===== src/rtl/tlp_tx_pkg.sv =====
// Shared sizes and types for the memory request packet formatter.
// Assumes 32-bit dwords packed two per output beat.
package tlp_tx_pkg;
    localparam int DW_BITS   = 32;
    localparam int BEAT_DWS  = 2;
    localparam int BEAT_BITS = DW_BITS * BEAT_DWS;
    localparam int HDR_MAX   = 4;
    localparam int IDX_W     = $clog2(HDR_MAX);
    localparam int LEN_BITS  = 11;
    localparam int ADDR_BITS = 64;

    typedef logic [DW_BITS-1:0] dword_t;

    typedef enum logic [2:0] {
        SQ_IDLE,
        SQ_HDR,
        SQ_FILL,
        SQ_PAY,
        SQ_DRAIN
    } sq_state_t;

    typedef struct packed {
        logic [2:0]  tc;
        logic [2:0]  attr;
        logic        td;
        logic        ep;
        logic [1:0]  ph;
        logic [15:0] rid;
        logic [7:0]  tag;
        logic [3:0]  last_be;
        logic [3:0]  first_be;
    } hdr_side_t;
endpackage


===== src/rtl/tlp_hdr_build.sv =====
// Combinational header composer: forms up to four header dwords from a
// command and decides whether a filler dword is needed before payload.
// Assumes len is in 1..1024; bits 1:0 of the address are not carried.
module tlp_hdr_build
    import tlp_tx_pkg::*;
(
    input  logic                          is_write,
    input  logic                          wide,
    input  logic                          pack_tight,
    input  logic [ADDR_BITS-1:0]          addr,
    input  logic [LEN_BITS-1:0]           len,
    input  hdr_side_t                     side,
    output logic [HDR_MAX-1:0][DW_BITS-1:0] hdr_dws,
    output logic [IDX_W-1:0]              hdr_last,
    output logic                          need_fill
);
    logic [7:0] b0, b1, b2, b3;
    logic [DW_BITS-1:0] addr_low_dw;
    logic unused_addr_lsb;

    assign unused_addr_lsb = ^addr[1:0];

    // Compose the fixed first dword and the address dwords.
    always_comb begin
        b0 = {1'b0, is_write, wide, 5'b00000};
        b1 = {1'b0, side.tc, 1'b0, side.attr[2], 2'b00};
        b2 = {side.td, side.ep, side.attr[1:0], 2'b00, len[9:8]};
        b3 = len[7:0];
        addr_low_dw = {addr[31:2], side.ph};
        hdr_dws[0] = {b0, b1, b2, b3};
        hdr_dws[1] = {side.rid, side.tag, side.last_be, side.first_be};
        hdr_dws[2] = wide ? addr[63:32] : addr_low_dw;
        hdr_dws[3] = wide ? addr_low_dw : '0;
        hdr_last   = wide ? IDX_W'(3) : IDX_W'(2);
    end

    // Filler rule: payload must start where address bit 2 says it should.
    assign need_fill = is_write && !pack_tight && (wide == addr[2]);
endmodule


===== src/rtl/tlp_dw_seq.sv =====
// Dword sequencer: captures one command, then emits header dwords, the
// optional filler and the payload dwords as a single dword stream.
// Assumes the downstream packer signals take-ability through dw_take and
// reports the end-of-packet handshake through eop_sent.
module tlp_dw_seq
    import tlp_tx_pkg::*;
(
    input  logic                            clk,
    input  logic                            rst_n,
    input  logic                            cmd_valid,
    output logic                            cmd_ready,
    input  logic                            cmd_write,
    input  logic [LEN_BITS-1:0]             cmd_len,
    input  logic [HDR_MAX-1:0][DW_BITS-1:0] hdr_in,
    input  logic [IDX_W-1:0]                hdr_last_in,
    input  logic                            fill_in,
    input  logic                            pl_valid,
    output logic                            pl_ready,
    input  dword_t                          pl_data,
    output logic                            dw_valid,
    output dword_t                          dw_data,
    output logic                            dw_first,
    output logic                            dw_last,
    input  logic                            dw_take,
    input  logic                            eop_sent
);
    sq_state_t                       state;
    logic [HDR_MAX-1:0][DW_BITS-1:0] hdr_q;
    logic [IDX_W-1:0]                hdr_last_q;
    logic [IDX_W-1:0]                idx;
    logic                            fill_q;
    logic                            wr_q;
    logic [LEN_BITS-1:0]             pay_left;
    logic                            dw_fire;
    logic                            hdr_end;

    assign cmd_ready = (state == SQ_IDLE);
    assign hdr_end   = (idx == hdr_last_q);
    assign dw_fire   = dw_valid && dw_take;

    // Present the current dword and its first/last marks.
    always_comb begin
        dw_valid = 1'b0;
        dw_data  = '0;
        dw_first = 1'b0;
        dw_last  = 1'b0;
        pl_ready = 1'b0;
        case (state)
            SQ_HDR: begin
                dw_valid = 1'b1;
                dw_data  = hdr_q[idx];
                dw_first = (idx == '0);
                dw_last  = hdr_end && !wr_q;
            end
            SQ_FILL: dw_valid = 1'b1;
            SQ_PAY: begin
                dw_valid = pl_valid;
                dw_data  = pl_data;
                dw_last  = (pay_left == LEN_BITS'(1));
                pl_ready = dw_take;
            end
            default: ;
        endcase
    end

    // Step through the packet phases.
    always_ff @(posedge clk) begin
        if (!rst_n) begin
            state      <= SQ_IDLE;
            hdr_q      <= '0;
            hdr_last_q <= '0;
            idx        <= '0;
            fill_q     <= 1'b0;
            wr_q       <= 1'b0;
            pay_left   <= '0;
        end else begin
            case (state)
                SQ_IDLE: if (cmd_valid) begin
                    hdr_q      <= hdr_in;
                    hdr_last_q <= hdr_last_in;
                    fill_q     <= fill_in;
                    wr_q       <= cmd_write;
                    pay_left   <= cmd_len;
                    idx        <= '0;
                    state      <= SQ_HDR;
                end
                SQ_HDR: if (dw_fire) begin
                    if (!hdr_end)     idx   <= idx + 1'b1;
                    else if (!wr_q)   state <= SQ_DRAIN;
                    else if (fill_q)  state <= SQ_FILL;
                    else              state <= SQ_PAY;
                end
                SQ_FILL: if (dw_fire) state <= SQ_PAY;
                SQ_PAY: if (dw_fire) begin
                    pay_left <= pay_left - 1'b1;
                    if (dw_last) state <= SQ_DRAIN;
                end
                SQ_DRAIN: if (eop_sent) state <= SQ_IDLE;
                default: state <= SQ_IDLE;
            endcase
        end
    end

    // A read never asks for payload.
    p_read_no_payload_r7: assert property (@(posedge clk) disable iff (!rst_n)
        (state == SQ_PAY) |-> wr_q);
endmodule


===== src/rtl/tlp_beat_pack.sv =====
// Beat packer: pairs dwords into 64-bit beats (earlier dword low) and
// holds each beat in an output register until the sink takes it.
// Assumes dw_first/dw_last mark packet bounds on the incoming stream.
module tlp_beat_pack
    import tlp_tx_pkg::*;
(
    input  logic                 clk,
    input  logic                 rst_n,
    input  logic                 dw_valid,
    input  dword_t               dw_data,
    input  logic                 dw_first,
    input  logic                 dw_last,
    output logic                 dw_take,
    output logic                 tx_valid,
    input  logic                 tx_ready,
    output logic [BEAT_BITS-1:0] tx_data,
    output logic                 tx_sop,
    output logic                 tx_eop,
    output logic                 tx_hi_empty
);
    dword_t lo_q;
    logic   lo_full;
    logic   lo_sop;
    logic   dw_fire;

    assign dw_take = !tx_valid || tx_ready;
    assign dw_fire = dw_valid && dw_take;

    // Fill the lower half, then emit a full or half-empty beat.
    always_ff @(posedge clk) begin
        if (!rst_n) begin
            lo_q        <= '0;
            lo_full     <= 1'b0;
            lo_sop      <= 1'b0;
            tx_valid    <= 1'b0;
            tx_data     <= '0;
            tx_sop      <= 1'b0;
            tx_eop      <= 1'b0;
            tx_hi_empty <= 1'b0;
        end else if (dw_take) begin
            tx_valid <= 1'b0;
            if (dw_fire) begin
                if (lo_full) begin
                    tx_valid    <= 1'b1;
                    tx_data     <= {dw_data, lo_q};
                    tx_sop      <= lo_sop;
                    tx_eop      <= dw_last;
                    tx_hi_empty <= 1'b0;
                    lo_full     <= 1'b0;
                end else if (dw_last) begin
                    tx_valid    <= 1'b1;
                    tx_data     <= {{DW_BITS{1'b0}}, dw_data};
                    tx_sop      <= dw_first;
                    tx_eop      <= 1'b1;
                    tx_hi_empty <= 1'b1;
                end else begin
                    lo_q    <= dw_data;
                    lo_full <= 1'b1;
                    lo_sop  <= dw_first;
                end
            end
        end
    end

    p_hold_beat_r9: assert property (@(posedge clk) disable iff (!rst_n)
        (tx_valid && !tx_ready) |=> (tx_valid && $stable(tx_data) && $stable(tx_sop)
                                     && $stable(tx_eop) && $stable(tx_hi_empty)));

    p_empty_on_last_r8: assert property (@(posedge clk) disable iff (!rst_n)
        (tx_valid && tx_hi_empty) |-> (tx_eop && tx_data[BEAT_BITS-1:DW_BITS] == '0));
endmodule


===== src/rtl/tlp_tx_formatter.sv =====
// Memory request packet formatter top: header composer, dword sequencer
// and beat packer. Assumes pack_tight changes only while cmd_ready is high.
module tlp_tx_formatter
    import tlp_tx_pkg::*;
(
    input  logic                 clk,
    input  logic                 rst_n,
    input  logic                 pack_tight,
    input  logic                 cmd_valid,
    output logic                 cmd_ready,
    input  logic                 cmd_write,
    input  logic                 cmd_wide,
    input  logic [63:0]          cmd_addr,
    input  logic [10:0]          cmd_len,
    input  logic [2:0]           cmd_tc,
    input  logic [2:0]           cmd_attr,
    input  logic                 cmd_td,
    input  logic                 cmd_ep,
    input  logic [1:0]           cmd_ph,
    input  logic [15:0]          cmd_req_id,
    input  logic [7:0]           cmd_tag,
    input  logic [3:0]           cmd_last_be,
    input  logic [3:0]           cmd_first_be,
    input  logic                 pl_valid,
    output logic                 pl_ready,
    input  logic [31:0]          pl_data,
    output logic                 tx_valid,
    input  logic                 tx_ready,
    output logic [63:0]          tx_data,
    output logic                 tx_sop,
    output logic                 tx_eop,
    output logic                 tx_hi_empty
);
    hdr_side_t                       side;
    logic [HDR_MAX-1:0][DW_BITS-1:0] hdr_dws;
    logic [IDX_W-1:0]                hdr_last;
    logic                            need_fill;
    logic                            dw_valid, dw_first, dw_last, dw_take;
    dword_t                          dw_data;
    logic                            eop_sent;

    // Gather the side fields of the header.
    always_comb begin
        side.tc       = cmd_tc;
        side.attr     = cmd_attr;
        side.td       = cmd_td;
        side.ep       = cmd_ep;
        side.ph       = cmd_ph;
        side.rid      = cmd_req_id;
        side.tag      = cmd_tag;
        side.last_be  = cmd_last_be;
        side.first_be = cmd_first_be;
    end

    assign eop_sent = tx_valid && tx_ready && tx_eop;

    tlp_hdr_build i_hdr (
        .is_write  (cmd_write),
        .wide      (cmd_wide),
        .pack_tight(pack_tight),
        .addr      (cmd_addr),
        .len       (cmd_len),
        .side      (side),
        .hdr_dws   (hdr_dws),
        .hdr_last  (hdr_last),
        .need_fill (need_fill)
    );

    tlp_dw_seq i_seq (
        .clk        (clk),
        .rst_n      (rst_n),
        .cmd_valid  (cmd_valid),
        .cmd_ready  (cmd_ready),
        .cmd_write  (cmd_write),
        .cmd_len    (cmd_len),
        .hdr_in     (hdr_dws),
        .hdr_last_in(hdr_last),
        .fill_in    (need_fill),
        .pl_valid   (pl_valid),
        .pl_ready   (pl_ready),
        .pl_data    (pl_data),
        .dw_valid   (dw_valid),
        .dw_data    (dw_data),
        .dw_first   (dw_first),
        .dw_last    (dw_last),
        .dw_take    (dw_take),
        .eop_sent   (eop_sent)
    );

    tlp_beat_pack i_pack (
        .clk        (clk),
        .rst_n      (rst_n),
        .dw_valid   (dw_valid),
        .dw_data    (dw_data),
        .dw_first   (dw_first),
        .dw_last    (dw_last),
        .dw_take    (dw_take),
        .tx_valid   (tx_valid),
        .tx_ready   (tx_ready),
        .tx_data    (tx_data),
        .tx_sop     (tx_sop),
        .tx_eop     (tx_eop),
        .tx_hi_empty(tx_hi_empty)
    );

    p_payload_stall_r9: assert property (@(posedge clk) disable iff (!rst_n)
        (tx_valid && !tx_ready) |-> !pl_ready);

    p_idle_empty_r10: assert property (@(posedge clk) disable iff (!rst_n)
        cmd_ready |-> !tx_valid);

    p_gap_after_eop_r10: assert property (@(posedge clk) disable iff (!rst_n)
        eop_sent |=> (!tx_valid && cmd_ready));
endmodule


===== config.mk =====
export PLATFORM = sky130hd
export DESIGN_NAME = tlp_tx_formatter
export DESIGN_NICKNAME = d
export VERILOG_FILES = /design/src/rtl/tlp_tx_pkg.sv /design/src/rtl/tlp_hdr_build.sv /design/src/rtl/tlp_dw_seq.sv /design/src/rtl/tlp_beat_pack.sv /design/src/rtl/tlp_tx_formatter.sv
export SDC_FILE = /design/constraint.sdc
export NUM_CORES = 1
export LEC_CHECK = 0
export BUFFER_PORTS_ARGS = -buffer_cell sky130_fd_sc_hd__buf_4
export CAP_MARGIN = 15
export CORE_ASPECT_RATIO = 1.75
export CORE_UTILIZATION = 28
export CTS_CLUSTER_SIZE = 25
export DETAILED_ROUTE_END_ITERATION = 8
export PLACE_DENSITY = 0.48
export SLEW_MARGIN = 5
export SYNTH_ARGS = -nofsm -noshare
export SYNTH_HDL_FRONTEND = slang
export SYNTH_SLANG_ARGS = --single-unit

===== constraint.sdc =====
create_clock -name clk -period 3.05 [get_ports clk]
set_input_delay 0.61 -clock clk [delete_from_list [all_inputs] [get_ports clk]]
set_output_delay 0.61 -clock clk [all_outputs]
set_load 0.02 [all_outputs]

==> reports/qor.txt <==
================================================================================
Status                                                                 completed
Detailed Place HPWL                                                     23740 um
Number of global-route vias before repair                                   8815
Number of unique standard cell types used by synthesis                        57
Predominant post-synthesis flop cell                                sky130_fd_sc_hd__dfxtp_1
Leakage                                                                 5.243 nW
Number of flops mapped to enable cells by yosys                                0
Clock buffer count from CTS                                                   23
Number of design rule violations left after detail routing                     0
Slew Limit Fails                                                               0
Clock power share                                                          0.286
Sequential fraction of design power                                        0.410
Via count                                                                   8926
Fraction of layout instances using a drive strength above 1               0.2523
Critical Path Slowest Stage Cell                                    sky130_fd_sc_hd__or4_4
Total I/O pin count                                                          227
Buffers from clock root to sink, at most                                       3
Launching element type of the critical path                             register
Leading cell types by count after synthesis                         236 x sky130_fd_sc_hd__dfxtp_1, 169 x sky130_fd_sc_hd__nand2_1, 109 x sky130_fd_sc_hd__nor2_1
Max Clock Skew                                                       0.009030 ns
Mapped Area                                                            10350 um2
Total routed wirelength                                                 33280 um
Critical-path maximum fanout                                                  40
Quantity of gates resized following cts                                        0
Data required time of the worst path                                     3.49 ns
Cell-by-cell listing of the critical path                           nor2_1 -> or4_4 -> nor4_4 -> buf_12 -> nor2_1 -> a211oi_2
DRC violation total after the first TritonRoute iteration                    359
Synth area leader                                                   sky130_fd_sc_hd__dfxtp_1
Cell seen most often among critical-path stages                     sky130_fd_sc_hd__nor2_1
Async S/R FF share, synth                                                      0
Syn-to-layout area delta                                                  27.37%
Mapped Cells                                                                1147
Internal Power                                                          6.263 mW
Area enclosed by the die boundary                                      37780 um2
Max-Slew Margin vs Limit                                                  0.5216
Maximum number of pins on one net before global-route repair                  77
Proportion of power drawn by combinational gates                           0.304
Fraction of post-synthesis cell area in the top cell type by area         0.4564
GR Overflow Total                                                              0
Uppermost layer routed                                                      met4
Worst Path Arrival                                                       3.03 ns
First-pass detailed-route iteration total                                      5
Synth warn                                                                     0
Fraction of the yosys area taken by sequential cells                      0.4564
Gp weighted congestion                                                    0.8021
Met3 wirelength from detailed routing                                    1191 um
Post-Layout Inst Area                                                  13190 um2
# port buffers                                                               224
Latest clock arrival within the worst-skew pair                          0.52 ns
Die Height                                                              256.4 um
Setup repair after global routing missed its margin                        false
Post-synthesis net count                                                    1308
Post-route minimum period                                               2.585 ns
Slew of the pin with the lowest slew margin                            0.7121 ns
Overall Global Routing Usage                                              0.1743
Overall die width                                                       147.4 um
CTS root buf                                                        sky130_fd_sc_hd__clkbuf_16
Cells taking the most area after synthesis                          sky130_fd_sc_hd__dfxtp_1 46%, sky130_fd_sc_hd__mux2i_1 6.5%, sky130_fd_sc_hd__nand2_1 6.1%
Clock sinks                                                                  236
Placed standard-cell area                                              12480 um2
Delay of the slowest cell on the worst path                              0.67 ns
Average wire length per cell after detail routing                       18.46 um
Total power divided by cell area                                    728.6 nW/um2
Most frequent cell after synthesis                                  sky130_fd_sc_hd__dfxtp_1
Net count of the finished layout                                            1478
Antenna Nets Post-Route                                                        0
Clock tree from TritonCTS                                                  built
Number of antenna violations at the first check in global routing              1
Clock-pin slew on the worst setup and hold paths                         0.07 ns
Critical path capture point type                                        register
Net Switching                                                           3.345 mW
Initial standard-cell utilization of the core                             0.2855
Post-CTS Hold Fix Bufs                                                         0
Number of placement rows                                                      92
Mean area per synthesized cell                                         9.026 um2
Final Cycle Share                                                         0.8474
Flop and latch count out of synthesis                                        236
Post-CTS setup buffers                                                         0
Achievable clock frequency                                             386.9 MHz
# Max-Cap Violations                                                           0
Number of vias per cell                                                    4.951
Met2 routed wirelength                                                  17720 um
Peak supply drop                                                     0.0004086 V
Core area                                                              36260 um2
Post-route met1 wirelength                                              13850 um
H-tree lvl count                                                               1
Worst Path Class, Setup                                                  reg2reg
Switching power share of the total                                        0.3481
Total Negative Setup Slacks                                                 0 ns
Number of endpoints with negative hold slack in the final report               0
Hold WC Path Type                                                         in2reg
Wire length of the first global-routing pass                            51340 um
Number of endpoints failing setup at the final stage                           0
================================================================================
-- per-stage QoR --
step                        util  instances  worst slack [ns]  hold slack (ns)  power, mW
after global placement    0.3442       1762            0.4686           0.4386      6.930
after CTS                 0.3636       1802            0.4705           0.3125      9.753
after detailed placement  0.3442       1762            0.4523           0.4403      6.975
final                     0.3637       1803            0.4654           0.3343      9.608
after floorplan                -       1147            0.8110           0.4288      6.050
after global routing      0.3637       1803            0.2595           0.3363      10.23
-- power groups by stage --
stage,Sequential (mW),Clock [mW],Combinational (mW)
floorplan,3.92,0,2.13
global placement,3.99,0,2.94
detailed placement,4.01,0,2.97
CTS,3.94,2.84,2.97
global route,4.01,2.96,3.27
finish,3.94,2.75,2.92
-- path summary, 6_finish.rpt --
kind                                        from          endpoint  slack, ns  cells after the start
worst max register to register    i_seq.state[0]   i_pack.lo_q[23]       0.47                      6
worst max-delay path              i_seq.state[0]   i_pack.lo_q[23]       0.47                      6
worst min-delay path             cmd_first_be[2]   i_seq.hdr_q[34]       0.33                      3
worst min register to register  i_seq.hdr_q[112]  i_seq.hdr_q[112]       0.45                      2
-- sequential cells by signal, summed over array words and instances (netlist names), 2 cells and up --
name	cells
i_seq.hdr_last_q	2
i_seq.pay_left	11
i_seq.hdr_q	115
i_seq.idx	2
i_pack.tx_data	64
i_pack.lo_q	32
i_seq.state	3
-- logic make-up after synthesis --
kind of cell             count (synthesis)  synth area share
adder cells (fa/ha/maj)                  4          0.004835
buffers and inverters                  114           0.04617
multiplexers                            87            0.1083
XOR/XNOR                                 2          0.001692
AO/OA/AOI/OAI                          289            0.2035
AND/OR/NAND/NOR                        415            0.1791
flip-flops                             236            0.4564
-- per-layer routing --
layer,vias to the layer above,global-route usage
met4,0,0.04639
met1,4233,0.2097
li1,4463,-
met2,201,0.3232
met3,29,0.01833
met5,-,0
-- area by class of cell --
type,count,area [um2]
flip-flops and latches,236,4727
diodes,1,2.502
fillers,3788,23070
inverters,8,32.53
clock buffers,30,651.9
clock inverters,10,52.55
well taps,470,588.1
repair buffers,251,1947
multi-input cells,797,5185
-- worst max-delay path: cells and delay by family, from the launching register on --
kind	cells	cell delay [ns]
buffers and inverters	1	0.28
AND/OR/NAND/NOR	4	1.42
flip-flops	1	0.60
AO/OA/AOI/OAI	1	0.19
-- cell usage in the layout, fill, tap and decap left out, drive strengths merged, types with 2 or more instances in the layout --
cell type and instances:
o31ai 21, nand3 77, o211ai 13, nor3 24, o221a 2, nor2 109, nor4 5, or4 3
and3b 2, o211a 7, dfxtp 236, nor3b 2, o21ai 19, a221oi 11, mux2i 67, a21boi 32
ha 4, mux4 20, nand2 169, clkbuf 30, nand2b 2, buf 251, clkinv 9, and4 2
inv 8, a31oi 4, a2bb2oi 2, a22o 40, nand4 2, o2bb2ai 14, and3 3, or3 7
and2 3, a21oi 66, xnor2 2, o21a 3, a211oi 40, a41oi 2, a22oi 10
No activity file was read; power rests on OpenSTA's default activity.
